--- src/rtl/mw_pkg.sv ---
package mw_pkg;
  localparam int CTRL_W = 16;

  localparam int CLK_B  = 0;
  localparam int CS_B   = 1;
  localparam int DI_B   = 2;
  localparam int DO_B   = 3;
  localparam int WEL_B  = 4;
  localparam int WEH_B  = 5;
  localparam int REQ_B  = 6;
  localparam int GNT_B  = 7;
  localparam int PRS_B  = 8;

  localparam logic [CTRL_W-1:0] KEEP_MASK =
      CTRL_W'((1 << CLK_B) | (1 << CS_B) | (1 << DI_B) |
              (1 << WEL_B) | (1 << WEH_B) | (1 << REQ_B));
  localparam logic [CTRL_W-1:0] FIXED_SET =
      CTRL_W'((1 << PRS_B) | (1 << GNT_B));

  localparam int          OP_W      = 3;
  localparam logic [2:0]  RD_OPCODE = 3'b110;

  typedef enum logic [1:0] {
    EV_NONE  = 2'd0,
    EV_ABORT = 2'd1,
    EV_SHIFT = 2'd2,
    EV_FALL  = 2'd3
  } clk_ev_e;
endpackage

--- src/rtl/mw_edge_ctl.sv ---
module mw_edge_ctl
  import mw_pkg::*;
(
  input  logic              clk,
  input  logic              rst_n,
  input  logic              wr_en,
  input  logic [CTRL_W-1:0] wr_data,
  output logic [CTRL_W-1:0] ctrl_q,
  output clk_ev_e           ev,
  output logic              di_bit
);
  logic [CTRL_W-1:0] ctrl_d;
  logic              clk_flip;

  assign ctrl_d   = wr_data & KEEP_MASK;
  assign clk_flip = wr_en && (wr_data[CLK_B] != ctrl_q[CLK_B]);
  assign di_bit   = wr_data[DI_B];

  always_comb begin
    ev = EV_NONE;
    if (clk_flip) begin
      if (!wr_data[CLK_B])     ev = EV_FALL;
      else if (!wr_data[CS_B]) ev = EV_ABORT;
      else                     ev = EV_SHIFT;
    end
  end

  always_ff @(posedge clk or negedge rst_n) begin
    if (!rst_n)     ctrl_q <= '0;
    else if (wr_en) ctrl_q <= ctrl_d;
  end
endmodule

--- src/rtl/mw_cmd_seq.sv ---
module mw_cmd_seq
  import mw_pkg::*;
#(
  parameter int ADDR_W = 6,
  parameter int BIT_W  = 4,
  localparam int CMD_W = OP_W + ADDR_W,
  localparam int PTR_W = ADDR_W + BIT_W,
  localparam int CNT_W = $clog2(CMD_W + 1) + 1
) (
  input  logic             clk,
  input  logic             rst_n,
  input  clk_ev_e          ev,
  input  logic             di,
  output logic [PTR_W-1:0] ptr_q,
  output logic             reading_q,
  output logic [CNT_W-1:0] cnt_q
);
  logic [CMD_W-1:0] shift_q, shift_d;
  logic [CNT_W-1:0] cnt_d;
  logic [PTR_W-1:0] ptr_d;
  logic             reading_d;

  always_comb begin
    shift_d   = shift_q;
    cnt_d     = cnt_q;
    ptr_d     = ptr_q;
    reading_d = reading_q;
    unique case (ev)
      EV_FALL: ptr_d = ptr_q + PTR_W'(1);
      EV_ABORT: begin
        shift_d   = '0;
        cnt_d     = '0;
        ptr_d     = '0;
        reading_d = 1'b0;
      end
      EV_SHIFT: begin
        shift_d = {shift_q[CMD_W-2:0], di};
        if (cnt_q != '1) cnt_d = cnt_q + CNT_W'(1);
        if ((cnt_q == CNT_W'(CMD_W - 1)) && !reading_q) begin
          ptr_d     = {shift_d[ADDR_W-1:0], {BIT_W{1'b0}}} - PTR_W'(1);
          reading_d = (shift_d[CMD_W-1 -: OP_W] == RD_OPCODE);
        end
      end
      default: ;
    endcase
  end

  always_ff @(posedge clk or negedge rst_n) begin
    if (!rst_n) begin
      shift_q   <= '0;
      cnt_q     <= '0;
      ptr_q     <= '0;
      reading_q <= 1'b0;
    end else if (ev != EV_NONE) begin
      shift_q   <= shift_d;
      cnt_q     <= cnt_d;
      ptr_q     <= ptr_d;
      reading_q <= reading_d;
    end
  end
endmodule

--- src/rtl/mw_word_store.sv ---
module mw_word_store #(
  parameter int ADDR_W = 6,
  parameter int WORD_W = 16,
  localparam int BIT_W = $clog2(WORD_W),
  localparam int DEPTH = 1 << ADDR_W,
  localparam int PTR_W = ADDR_W + BIT_W
) (
  input  logic              clk,
  input  logic              init_we,
  input  logic [ADDR_W-1:0] init_addr,
  input  logic [WORD_W-1:0] init_word,
  input  logic [PTR_W-1:0]  ptr,
  input  logic              reading,
  output logic              dout
);
  logic [WORD_W-1:0] mem [DEPTH];
  logic [WORD_W-1:0] cur_word;
  logic [BIT_W-1:0]  bit_sel;

  always_ff @(posedge clk) begin
    if (init_we) mem[init_addr] <= init_word;
  end

  assign cur_word = mem[ptr[PTR_W-1:BIT_W]];
  assign bit_sel  = BIT_W'(WORD_W - 1) - ptr[BIT_W-1:0];
  assign dout     = !reading || cur_word[bit_sel];
endmodule

--- src/rtl/mw_eeprom_resp.sv ---
module mw_eeprom_resp
  import mw_pkg::*;
#(
  parameter int ADDR_W = 6,
  parameter int WORD_W = 16,
  localparam int BIT_W = $clog2(WORD_W),
  localparam int PTR_W = ADDR_W + BIT_W,
  localparam int CNT_W = $clog2(OP_W + ADDR_W + 1) + 1
) (
  input  logic              clk,
  input  logic              rst_n,
  input  logic              wr_en,
  input  logic [CTRL_W-1:0] wr_data,
  output logic [CTRL_W-1:0] rd_data,
  input  logic              init_we,
  input  logic [ADDR_W-1:0] init_addr,
  input  logic [WORD_W-1:0] init_word
);
  logic [CTRL_W-1:0] ctrl_q;
  clk_ev_e           ev;
  logic              di_bit;
  logic [PTR_W-1:0]  seq_ptr;
  logic              seq_reading;
  logic [CNT_W-1:0]  seq_cnt;
  logic              dout;

  mw_edge_ctl u_edge (
    .clk    (clk),
    .rst_n  (rst_n),
    .wr_en  (wr_en),
    .wr_data(wr_data),
    .ctrl_q (ctrl_q),
    .ev     (ev),
    .di_bit (di_bit)
  );

  mw_cmd_seq #(.ADDR_W(ADDR_W), .BIT_W(BIT_W)) u_seq (
    .clk      (clk),
    .rst_n    (rst_n),
    .ev       (ev),
    .di       (di_bit),
    .ptr_q    (seq_ptr),
    .reading_q(seq_reading),
    .cnt_q    (seq_cnt)
  );

  mw_word_store #(.ADDR_W(ADDR_W), .WORD_W(WORD_W)) u_store (
    .clk      (clk),
    .init_we  (init_we),
    .init_addr(init_addr),
    .init_word(init_word),
    .ptr      (seq_ptr),
    .reading  (seq_reading),
    .dout     (dout)
  );

  assign rd_data = ctrl_q | FIXED_SET | (CTRL_W'(dout) << DO_B);
endmodule

--- config.mk ---
export PLATFORM = sky130hd
export DESIGN_NAME = mw_eeprom_resp
export DESIGN_NICKNAME = d
export VERILOG_FILES = /design/src/rtl/mw_pkg.sv /design/src/rtl/mw_edge_ctl.sv /design/src/rtl/mw_cmd_seq.sv /design/src/rtl/mw_word_store.sv /design/src/rtl/mw_eeprom_resp.sv
export SDC_FILE = /design/constraint.sdc
export NUM_CORES = 1
export LEC_CHECK = 0
export BUFFER_PORTS_ARGS = -buffer_cell sky130_fd_sc_hd__buf_2
export CAP_MARGIN = 20
export CELL_PAD_IN_SITES_DETAIL_PLACEMENT = 0
export CELL_PAD_IN_SITES_GLOBAL_PLACEMENT = 2
export CORE_ASPECT_RATIO = 1.1
export CORE_MARGIN = 4
export CORE_UTILIZATION = 52
export CTS_BUF_LIST = sky130_fd_sc_hd__clkbuf_8
export CTS_CLUSTER_DIAMETER = 50
export DETAILED_ROUTE_END_ITERATION = 8
export GPL_TIMING_DRIVEN = 1
export PLACE_DENSITY_LB_ADDON = 0.25
export SLEW_MARGIN = 20
export SYNTH_ARGS = -nofsm -noshare
export SYNTH_HDL_FRONTEND = slang
export SYNTH_SLANG_ARGS = --single-unit
--- constraint.sdc ---
create_clock -name clk -period 3.9 [get_ports clk]
set_input_delay 0.78 -clock clk [delete_from_list [all_inputs] [get_ports clk]]
set_output_delay 0.78 -clock clk [all_outputs]
set_load 0.01 [all_outputs]
; Yosys cells after proc, flatten, opt, wreduce, memory -nomap -nowiden
; Memories as Yosys holds them, arrays and structs flattened.
; Index checks and enable logic that the tools add are counted.
[word_totals]
reg_bits = 30
latchBits = 0
mem_bits_rw = 1024
romBits = 0
in_bits = 42
output_inout_bits = 16
elab_cells = 46
memories = 1
[memory_table]
columns = memory, depth, width, read_ports, rd_ports_with_merged_regs, write_ports, line_no
row1 = u_store.mem, 64, 16, 1, 0, 1, mw_word_store.sv:16  ; logic [WORD_W-1:0] mem [DEPTH];
[classes]
addsub = 4
mul = 0
div = 0
magnitude_cmp = 1
n_eq_ne = 9
shifts = 0
muxes = 14
bitwise = 1
n_reduce_logical = 11
[ops]
columns = operator, count
row1 = $pmux 10 s3, 1
row2 = $pmux 8 s2, 1
row3 = $add 10x1->10 const B, 1
row4 = $mux 10, 1
row5 = $pmux 5 s2, 1
row6 = $sub 10x1->10 const B, 1
row7 = $or 9x4->9, 1
row8 = $reduce_and 3->1, 3
row9 = $mux 2, 3
row10 = $add 5x1->5 const B, 1
row11 = $eq 5x4->1 const B, 1
row12 = $lt 4x5->1 const B, 1
row13 = $mux 5, 1
row14 = $ne 5x5->1 const B, 1
row15 = $bmux 1 s4, 1
row16 = $eq 2x2->1 const B, 2
row17 = $mux 1, 4
row18 = $ne 2x1->1 const B, 2
row19 = $reduce_bool 2->1, 2
row20 = $sub 4x4->4 const A, 1
row21 = $eq 3x3->1 const B, 1
row22 = $reduce_bool 3->1, 1
row23 = $eq 2x1->1 const B, 1
row24 = $logic_and 1x1->1, 2
row25 = 5 further kinds, 5

; Longest topological paths before layout
; Gate-level depths: netlist of the first run.
[logic_depth]
word_depth = 6
ltp_mapped = 14
mapped_depth_nobuf = 9

; Modules after synthesis
; From an unflattened synthesis of the first run, not the netlist that was laid out.
[unflattened]
hier_cells = 2060
area_unflattened_um2 = 41607.4
[by_module_without_submodules]
columns = mod, instances, cells_per_inst, area_each_um2, seq_area_each_um2
row1 = mw_word_store, 1, 1866, 39721.8, 30749.5
row2 = mw_cmd_seq, 1, 158, 1495.2, 600.6
row3 = mw_edge_ctl, 1, 32, 365.4, 150.1
row4 = mw_eeprom_resp, 1, 4, 25.0, 0.0

; Worst setup path after synthesis of the first run
; OpenSTA, ideal clock, no wires.
[synth_path]
kind = register -> output
start = register u_seq.ptr_q[4]
end = output rd_data[3]
arrival_ns = 2.412
required_time_ns = 3.120
setup_slack_ns = 0.708
path_stages_with_launch = 14
path_buffers = 6
cell_sequence = dfrtp_1 > buf_6 > buf_12 > buf_8 > buf_6 > buf_6 > mux2_4 > a221oi_1 > o211ai_1 > o211ai_1 > o311ai_0 > a22oi_1 > o211ai_1 > buf_4
[synth_via]
elab_chain_len = 5
[synth_rtl]
columns = element, line_no
row1 = "start, declared", mw_cmd_seq.sv:14  ; output logic [PTR_W-1:0] ptr_q,
row2 = "start signal, assigned", mw_cmd_seq.sv:57  ; ptr_q <= ptr_d;
row3 = $mem_v2 64x16, --
row4 = $bmux 1 s4, mw_word_store.sv:26  ; assign dout = !reading || cur_word[bit_sel];
row5 = $mux 1 (not written as such), mw_word_store.sv:26
row6 = $logic_or 1x1->1, mw_word_store.sv:26
row7 = via dout, mw_eeprom_resp.sv:25  ; logic dout;
row8 = $or 9x4->9, mw_eeprom_resp.sv:57  ; assign rd_data = ctrl_q | FIXED_SET | (CTRL_W'(dout) << DO_B);
row9 = "end, declared", mw_eeprom_resp.sv:14  ; output logic [CTRL_W-1:0] rd_data,
; The timed path passes the listed nets, and every way through them passes these cells. The select of a mux whose other input is x is not followed.

; Worst setup path after layout of the first run
[layout_path]
start = register u_seq.ptr_q[4]
end = output rd_data[3]
[layout_via]
elab_chain_len = 5
[layout_rtl]
columns = element, line_no
row1 = $mem_v2 64x16, --
row2 = $bmux 1 s4, mw_word_store.sv:26
row3 = $mux 1 (not written as such), mw_word_store.sv:26
row4 = $logic_or 1x1->1, mw_word_store.sv:26
row5 = $or 9x4->9, mw_eeprom_resp.sv:57
; Every way passes these cells. The select of a mux whose other input is x is not followed.

==> flow_summary_export.csv, run 1 <==
group,metric,value,unit
die,coreArea,79200,um^2
die,dieHeight,305,um
sta,finalCriticalPeriod,4.76,ns
die,die_area,84600,um^2
final_layout,n_fill_cell,5799,
critical_path,crit_slowest_cell,"dfrtp_4",
clock_network,cts.clk_slew.worst_paths,0.06,ns
die,ioPinCount,58,
logic_synthesis,synth.area.top_cells,"edfxtp_1, mux4_2, mux2i_1, dfrtp_1, nor2_1",
die,initial_utilization,0.526,
logic_synthesis,avgSynthCellArea,20.2,um^2
placed_design,place_congestion,0.858,
clock_network,clock_latency,0.84,ns
critical_path,reg2reg_depth,10,
route,viasPerCell,6.14,
flow_run,max-cap-violations,0,
sta,rsz0062_at_grt,"true",
clock_network,cts_tree,"built",
logic_synthesis,synth.most_common_cell,"edfxtp_1",
die,die_w,278,um
power,power_density,537,nW/um^2
grt,antenna_found_initial,6,
sta,final.setup_skew,0.0383,ns
status,violations,"negative setup slack",
route,drc,0,
sta,setup_slack,-0.860,ns
logic_synthesis,yosysSeqAreaShare,0.757,
critical_path,crit_chain,"buf_12, buf_12, buf_4, mux2i_1, o22ai_1, or4_1, o21ai_0, buf_4, a22oi_2, a311oi_2, o211ai_1, buf_2",
sta,worst_pin_slew,1.07,ns
placed_design,dp_slack,-0.0627,ns
critical_path,crit_path_start_kind,"flop",
final_layout,final_util,0.612,
logic_synthesis,syn-cell-area,41600,um^2
route,antenna_left,0,
route,vias,22200,
route,dr.first_iter.drc_count,2552,
logic_synthesis,synthArstFlopShare,0.0285,
logic_synthesis,synthTopCellsByCount,"edfxtp_1, mux4_2, mux2i_1, nor2_1, clkbuf_1",
final_layout,drive_above_1_share,0.318,
hold_path,hold_depth,2,
grt,grt_pass1_vias,22500,
sta,fmax,210,MHz
route,drt-total-wl,110000,um
critical_path,crit_arrival,3.98,ns
critical_path,end_kind,"primary output",
sta,setup_viol,1,
logic_synthesis,yosysTopAreaCellShare,0.739,
clock_network,clock_sinks,1054,
logic_synthesis,synthCells,2065,
critical_path,crit_path_max_fanout,8,
logic_synthesis,ys_ff_latch,1054,
clock_network,clockBufferDepth,3,
logic_synthesis,synth-edff-count,1024,
die,row_count,108,
placed_design,place_hpwl,67500,um
sta,maxSlewHeadroom,0.287,
grt,grt_max_degree,65,
critical_path,critPathRequiredTime,3.12,ns
power,p_total,26.1,mW
placed_design,io_buffers,38,
sta,maxSlewViolCount,0,
logic_synthesis,yosys_warnings,0,
grt,grtUsageTotal,0.259,
logic_synthesis,yosysUniqueCellTypes,73,
final_layout,multi_input_area,9480,um^2
grt,grt_first_pass_wirelength,157000,um
clock_network,cts_made_buffers,167,
clock_network,root_buffer,"clkbuf_8",
final_layout,area.sequential,31500,um^2
placed_design,placed_area,44700,um^2
status,status,"complete, but fails checks",
final_layout,syn_to_final_growth,16.5,%
power,vdd_drop_max,0.392,mV
sta,period_share,1.22,
logic_synthesis,synth_ff_type,"edfxtp_1",
final_layout,layout.nets,2495,
hold_path,worstHoldPathType,"input pin to flop",
route,drt_pass1_iterations,7,
final_layout,design_area,48500,um^2
logic_synthesis,synth_top_area_cell,"edfxtp_1",
power,leakagePower,15.8,nW
clock_network,cts.htree.levels,4,
grt,grt_overflow_total,0,
critical_path,path_class,"flop to primary output",
critical_path,slowest_delay,0.50,ns
route,avgRoutedWirePerCell,30.2,um
sta,hold_viol,0,
## logic make-up (layout without fill, tap and decap cells)
family                   count (synthesis)  count (layout)  synth area share
XOR/XNOR                                 4               4          0.000842
adder cells (fa/ha/maj)                  8               8           0.00241
AND/OR/NAND/NOR                        228             228            0.0262
other                                    2              10          0.000180
multiplexers                           361             361             0.145
AO/OA/AOI/OAI                          256             256            0.0456
flip-flops                            1054            1054             0.757
buffers and inverters                  152             655            0.0228
## layout make-up
cell class,count,share of cell area
inverters,19,0.00147
clock inverters,132,0.0174
diodes,1,0.0000516
well taps,1045,0.0270
multi-input cells,866,0.195
clock buffers,167,0.0474
repair buffers,337,0.0616
flip-flops and latches,1054,0.650
## final timing paths
path	slack [ns]	startpoint	end
max	-0.86	u_seq.ptr_q[4]	rd_data[3]
max reg2reg	1.38	u_edge.ctrl_q[0]	u_seq.ptr_q[9]
min reg2reg	0.50	u_seq.shift_q[3]	u_seq.shift_q[4]
max in group asynchronous	2.82	rst_n	u_seq.ptr_q[4]
min	0.20	wr_data[5]	u_edge.ctrl_q[5]
min in group asynchronous	0.54	rst_n	u_seq.cnt_q[2]
## per-layer routing
| layer | track usage | share of wire | vias up |
|---|---|---|---|
| li1 | - | - | 9363 |
| met1 | 0.363 | 0.40 | 11600 |
| met2 | 0.402 | 0.48 | 1059 |
| met3 | 0.0635 | 0.088 | 217 |
| met4 | 0.0986 | 0.034 | 2 |
| met5 | 0 | 0.00011 | - |
## registers in the layout, summed over array words and instances, names as in the netlist
name,flops
u_edge.ctrl_q,6
u_seq.cnt_q,5
u_store.mem,1024
u_seq.shift_q,8
u_seq.ptr_q,10
u_seq.reading_q,1
## power breakdown
| group | internal [mW] | switching (mW) |
|---|---|---|
| registers | 12.6 | 0.121 |
| clock network | 4.63 | 4.31 |
| logic | 1.85 | 2.58 |
| total | 19.0 | 7.02 |
## worst max-delay path: cells and delay by family (launching register included)
kind	cells	cell delay, ns
multiplexers	1	0.31
flip-flops	1	0.50
AND/OR/NAND/NOR	1	0.49
buffers and inverters	5	0.87
AO/OA/AOI/OAI	5	0.92
## cell usage in the layout (no fill, tap or decap), types with 26 or more instances in the layout
cell type / n
buf_12: 30
buf_2: 37
buf_4: 254
clkbuf_8: 167
clkinv_1: 38
dfrtp_1: 26
edfxtp_1: 1024
inv_1: 66
mux2i_1: 142
mux4_2: 183
nand2_1: 42
nor2_1: 88
o21ai_0: 28
o22ai_1: 26
## per-stage QoR
step                      cells  setup TNS (ns)  hold WS (ns)
after floorplan            2072               0         0.466
final                      3621          -0.860         0.205
after CTS                  3609          -0.909         0.112
after detailed placement   3293         -0.0627         0.491
after global routing       3621          -0.947         0.159
after global placement     3293          -0.107         0.486
## what timing repair did
| item | CTS | global route |
|---|---|---|
| resized for setup | 34 | 43 |
| buffers inserted | 13 | 10 |
| hold endpoints to repair | 30 | 0 |
| cloned | 3 | 1 |
| pin swaps | 11 | 12 |
| setup endpoints to repair | 1 | 1 |
| hold buffers | 1 | 0 |
Note: power is estimated with default switching activity, not from simulation.
==> run 2: changes to the inputs <==
--- a/config.mk
+++ b/config.mk
@@ -10,9 +10,7 @@
 export CELL_PAD_IN_SITES_DETAIL_PLACEMENT = 0
 export CELL_PAD_IN_SITES_GLOBAL_PLACEMENT = 2
 export CORE_ASPECT_RATIO = 1.1
-export CORE_MARGIN = 4
-export CORE_UTILIZATION = 52
-export CTS_BUF_LIST = sky130_fd_sc_hd__clkbuf_8
+export CORE_UTILIZATION = 50
 export CTS_CLUSTER_DIAMETER = 50
 export DETAILED_ROUTE_END_ITERATION = 8
 export GPL_TIMING_DRIVEN = 1
==> run 2 against run 1 <==
  * Fmax increased by 1.9%
  * Global-route usage decreased by 0.31 points
  * Clock power increased by 13%
  * Final area increased by 0.56%
  * Hold slack got worse by 0.045 ns
  * Highest routed layer is now met4
  * Clock skew decreased by 0.031 ns
  * Non-clock buffer count decreased by 32
  * Die area decreased by 0.28%
  * The flow still finishes with violations (negative setup slack)
  * Utilization decreased by 1.9 points
  * Register-to-register slack got worse by 0.17 ns
==> flow_summary_export.csv, run 2 (synthesized netlist as in run 1, its figures left out) <==
group,metric,value,unit
placed_design,place_congestion,0.834,
clock_network,clock_sinks,1054,
route,drc,0,
clock_network,cts.htree.levels,3,
placed_design,io_buffers,38,
sta,final.setup_skew,0.00750,ns
clock_network,hold_buffers,0,
critical_path,crit_arrival,3.89,ns
clock_network,root_buffer,"clkbuf_16",
clock_network,clock_latency,0.68,ns
final_layout,final_cell_mix,"edfxtp_1, buf_4, mux4_2",
critical_path,crit_path_max_fanout,12,
final_layout,layout.nets,2407,
final_layout,reg_top3,"u_store.mem (1024), u_seq.ptr_q (10), u_seq.shift_q (8)",
sta,setup_slack,-0.771,ns
sta,period_share,1.20,
critical_path,worstSetupStartpoint,"u_seq.ptr_q[4]",
sta,hold_viol,0,
sta,finalCriticalPeriod,4.67,ns
critical_path,end_kind,"primary output",
grt,grt_first_pass_wirelength,153000,um
sta,maxSlewHeadroom,0.245,
grt,grtUsageTotal,0.256,
critical_path,crit-reg2reg-launch,"u_edge.ctrl_q[0]",
clock_network,cts_made_buffers,111,
clock_network,cts.clk_slew.worst_paths,0.06,ns
clock_network,clockBufferDepth,3,
critical_path,r2r-end,"u_seq.ptr_q[9]",
sta,maxSlewViolCount,0,
placed_design,placed_area,44600,um^2
critical_path,rrSetupSlack,1.21,ns
sta,rsz0062_at_grt,"true",
final_layout,largest_register_ffs,1024,
critical_path,critPathRequiredTime,3.12,ns
final_layout,regMostFlops,"u_store.mem",
critical_path,crit_path_start_kind,"flop",
route,drt_pass1_iterations,5,
power,leakagePower,15.6,nW
route,antenna_left,0,
final_layout,design_area,48800,um^2
critical_path,reg2reg_depth,10,
route,vias,21700,
die,die_area,84400,um^2
status,status,"complete, but fails checks",
grt,grt_pass1_vias,21600,
final_layout,n_antenna_cell,0,
sta,fmax,214,MHz
critical_path,crit_end,"rd_data[3]",
route,avgRoutedWirePerCell,30.6,um
grt,grt_overflow_total,0,
placed_design,place_hpwl,67100,um
flow_run,max-cap-violations,0,
power,power_density,558,nW/um^2
final_layout,syn_to_final_growth,17.2,%
route,drt-total-wl,107000,um
hold_path,worstHoldPathType,"input pin to async pin",
die,ioPinCount,58,
final_layout,final_common_cell,"edfxtp_1",
grt,antenna_found_initial,3,
status,violations,"negative setup slack",
final_layout,drive_above_1_share,0.301,
die,dieHeight,305,um
route,dr.first_iter.drc_count,2469,
die,coreArea,82200,um^2
critical_path,path_class,"flop to primary output",
final_layout,final_util,0.594,
clock_network,cts_tree,"built",
sta,setup_viol,1,
power,vdd_drop_max,0.415,mV
die,die_w,277,um
die,initial_utilization,0.507,
die,row_count,110,
route,viasPerCell,6.17,
grt,grt_max_degree,57,
sta,worst_pin_slew,1.13,ns
[run 2: cell count changes in the layout (fill, tap and decap cells not counted), sizes merged, moves of 2 or more]
cell / delta
clkinv: -15
clkinvlp: +3
inv: -53
buf: -31
bufinv: -2
clkbuf: -30
[run 2: report_power, final]
part           switching (mW)  internal [mW]
clock                    4.34           5.81
combinational            2.55           1.85
sequential              0.122           12.6
total                    7.02           20.2
[run 2: worst min-delay path by stage]
| stage | startpoint | to | slack, ns |
|---|---|---|---|
| after detailed placement | u_seq.shift_q[5] | u_seq.shift_q[6] | 0.49 |
| after CTS | rst_n | u_edge.ctrl_q[6] | 0.15 |
| final | rst_n | u_edge.ctrl_q[2] | 0.16 |
| after floorplan | u_seq.shift_q[5] | u_seq.shift_q[6] | 0.47 |
| after global routing | rst_n | u_edge.ctrl_q[6] | 0.20 |
| after global placement | u_seq.shift_q[5] | u_seq.shift_q[6] | 0.48 |
[run 2: area by class of cell]
| cell class | count | area [um^2] |
|---|---|---|
| multi-input combinational | 866 | 9500 |
| inverter | 19 | 71.3 |
| fill | 5918 | 33400 |
| sequential | 1054 | 31500 |
| clock inverter | 65 | 618 |
| clock buffer | 138 | 2920 |
| timing repair buffer | 305 | 2820 |
| tap | 1064 | 1330 |
[run 2: worst max-delay path: stages (launching register included)]
cell	delay (ns)
dfrtp_4	0.54
buf_12	0.19
buf_16	0.16
buf_12	0.16
buf_4	0.16
mux2i_1	0.12
o221ai_1	0.34
a21oi_2	0.12
a221oi_1	0.55
a2111o_1	0.19
nand4_1	0.10
o211ai_1	0.29
buf_2	0.24
[run 2: stage by stage]
step | total power [mW] | cells | hold WS, ns | TNS (ns) | setup WS, ns
6_report | 27.2 | 3511 | 0.159 | -0.771 | -0.771
5_1_grt | 28.0 | 3511 | 0.202 | -0.822 | -0.822
4_1_cts | 27.3 | 3510 | 0.153 | -0.708 | -0.708
3_5_place_dp | 17.0 | 3288 | 0.486 | -0.349 | -0.349
3_3_place_gp | 17.0 | 3288 | 0.481 | -0.409 | -0.409
2_1_floorplan | 15.0 | 2072 | 0.466 | 0 | 0.708
[run 2: repair_timing]
| action | CTS | global route |
|---|---|---|
| setup buffers | 16 | 0 |
| pin swaps | 15 | 7 |
| resized for setup | 50 | 22 |
| endpoints found under the setup margin | 1 | 1 |
| cloned | 4 | 0 |
[run 2: layer usage]
layer | global-route usage | share of wire | up-vias
met5 | 0 | 0 | -
met4 | 0.0876 | 0.035 | 0
met3 | 0.0377 | 0.069 | 180
met2 | 0.412 | 0.48 | 864
met1 | 0.362 | 0.41 | 11400
li1 | - | - | 9172
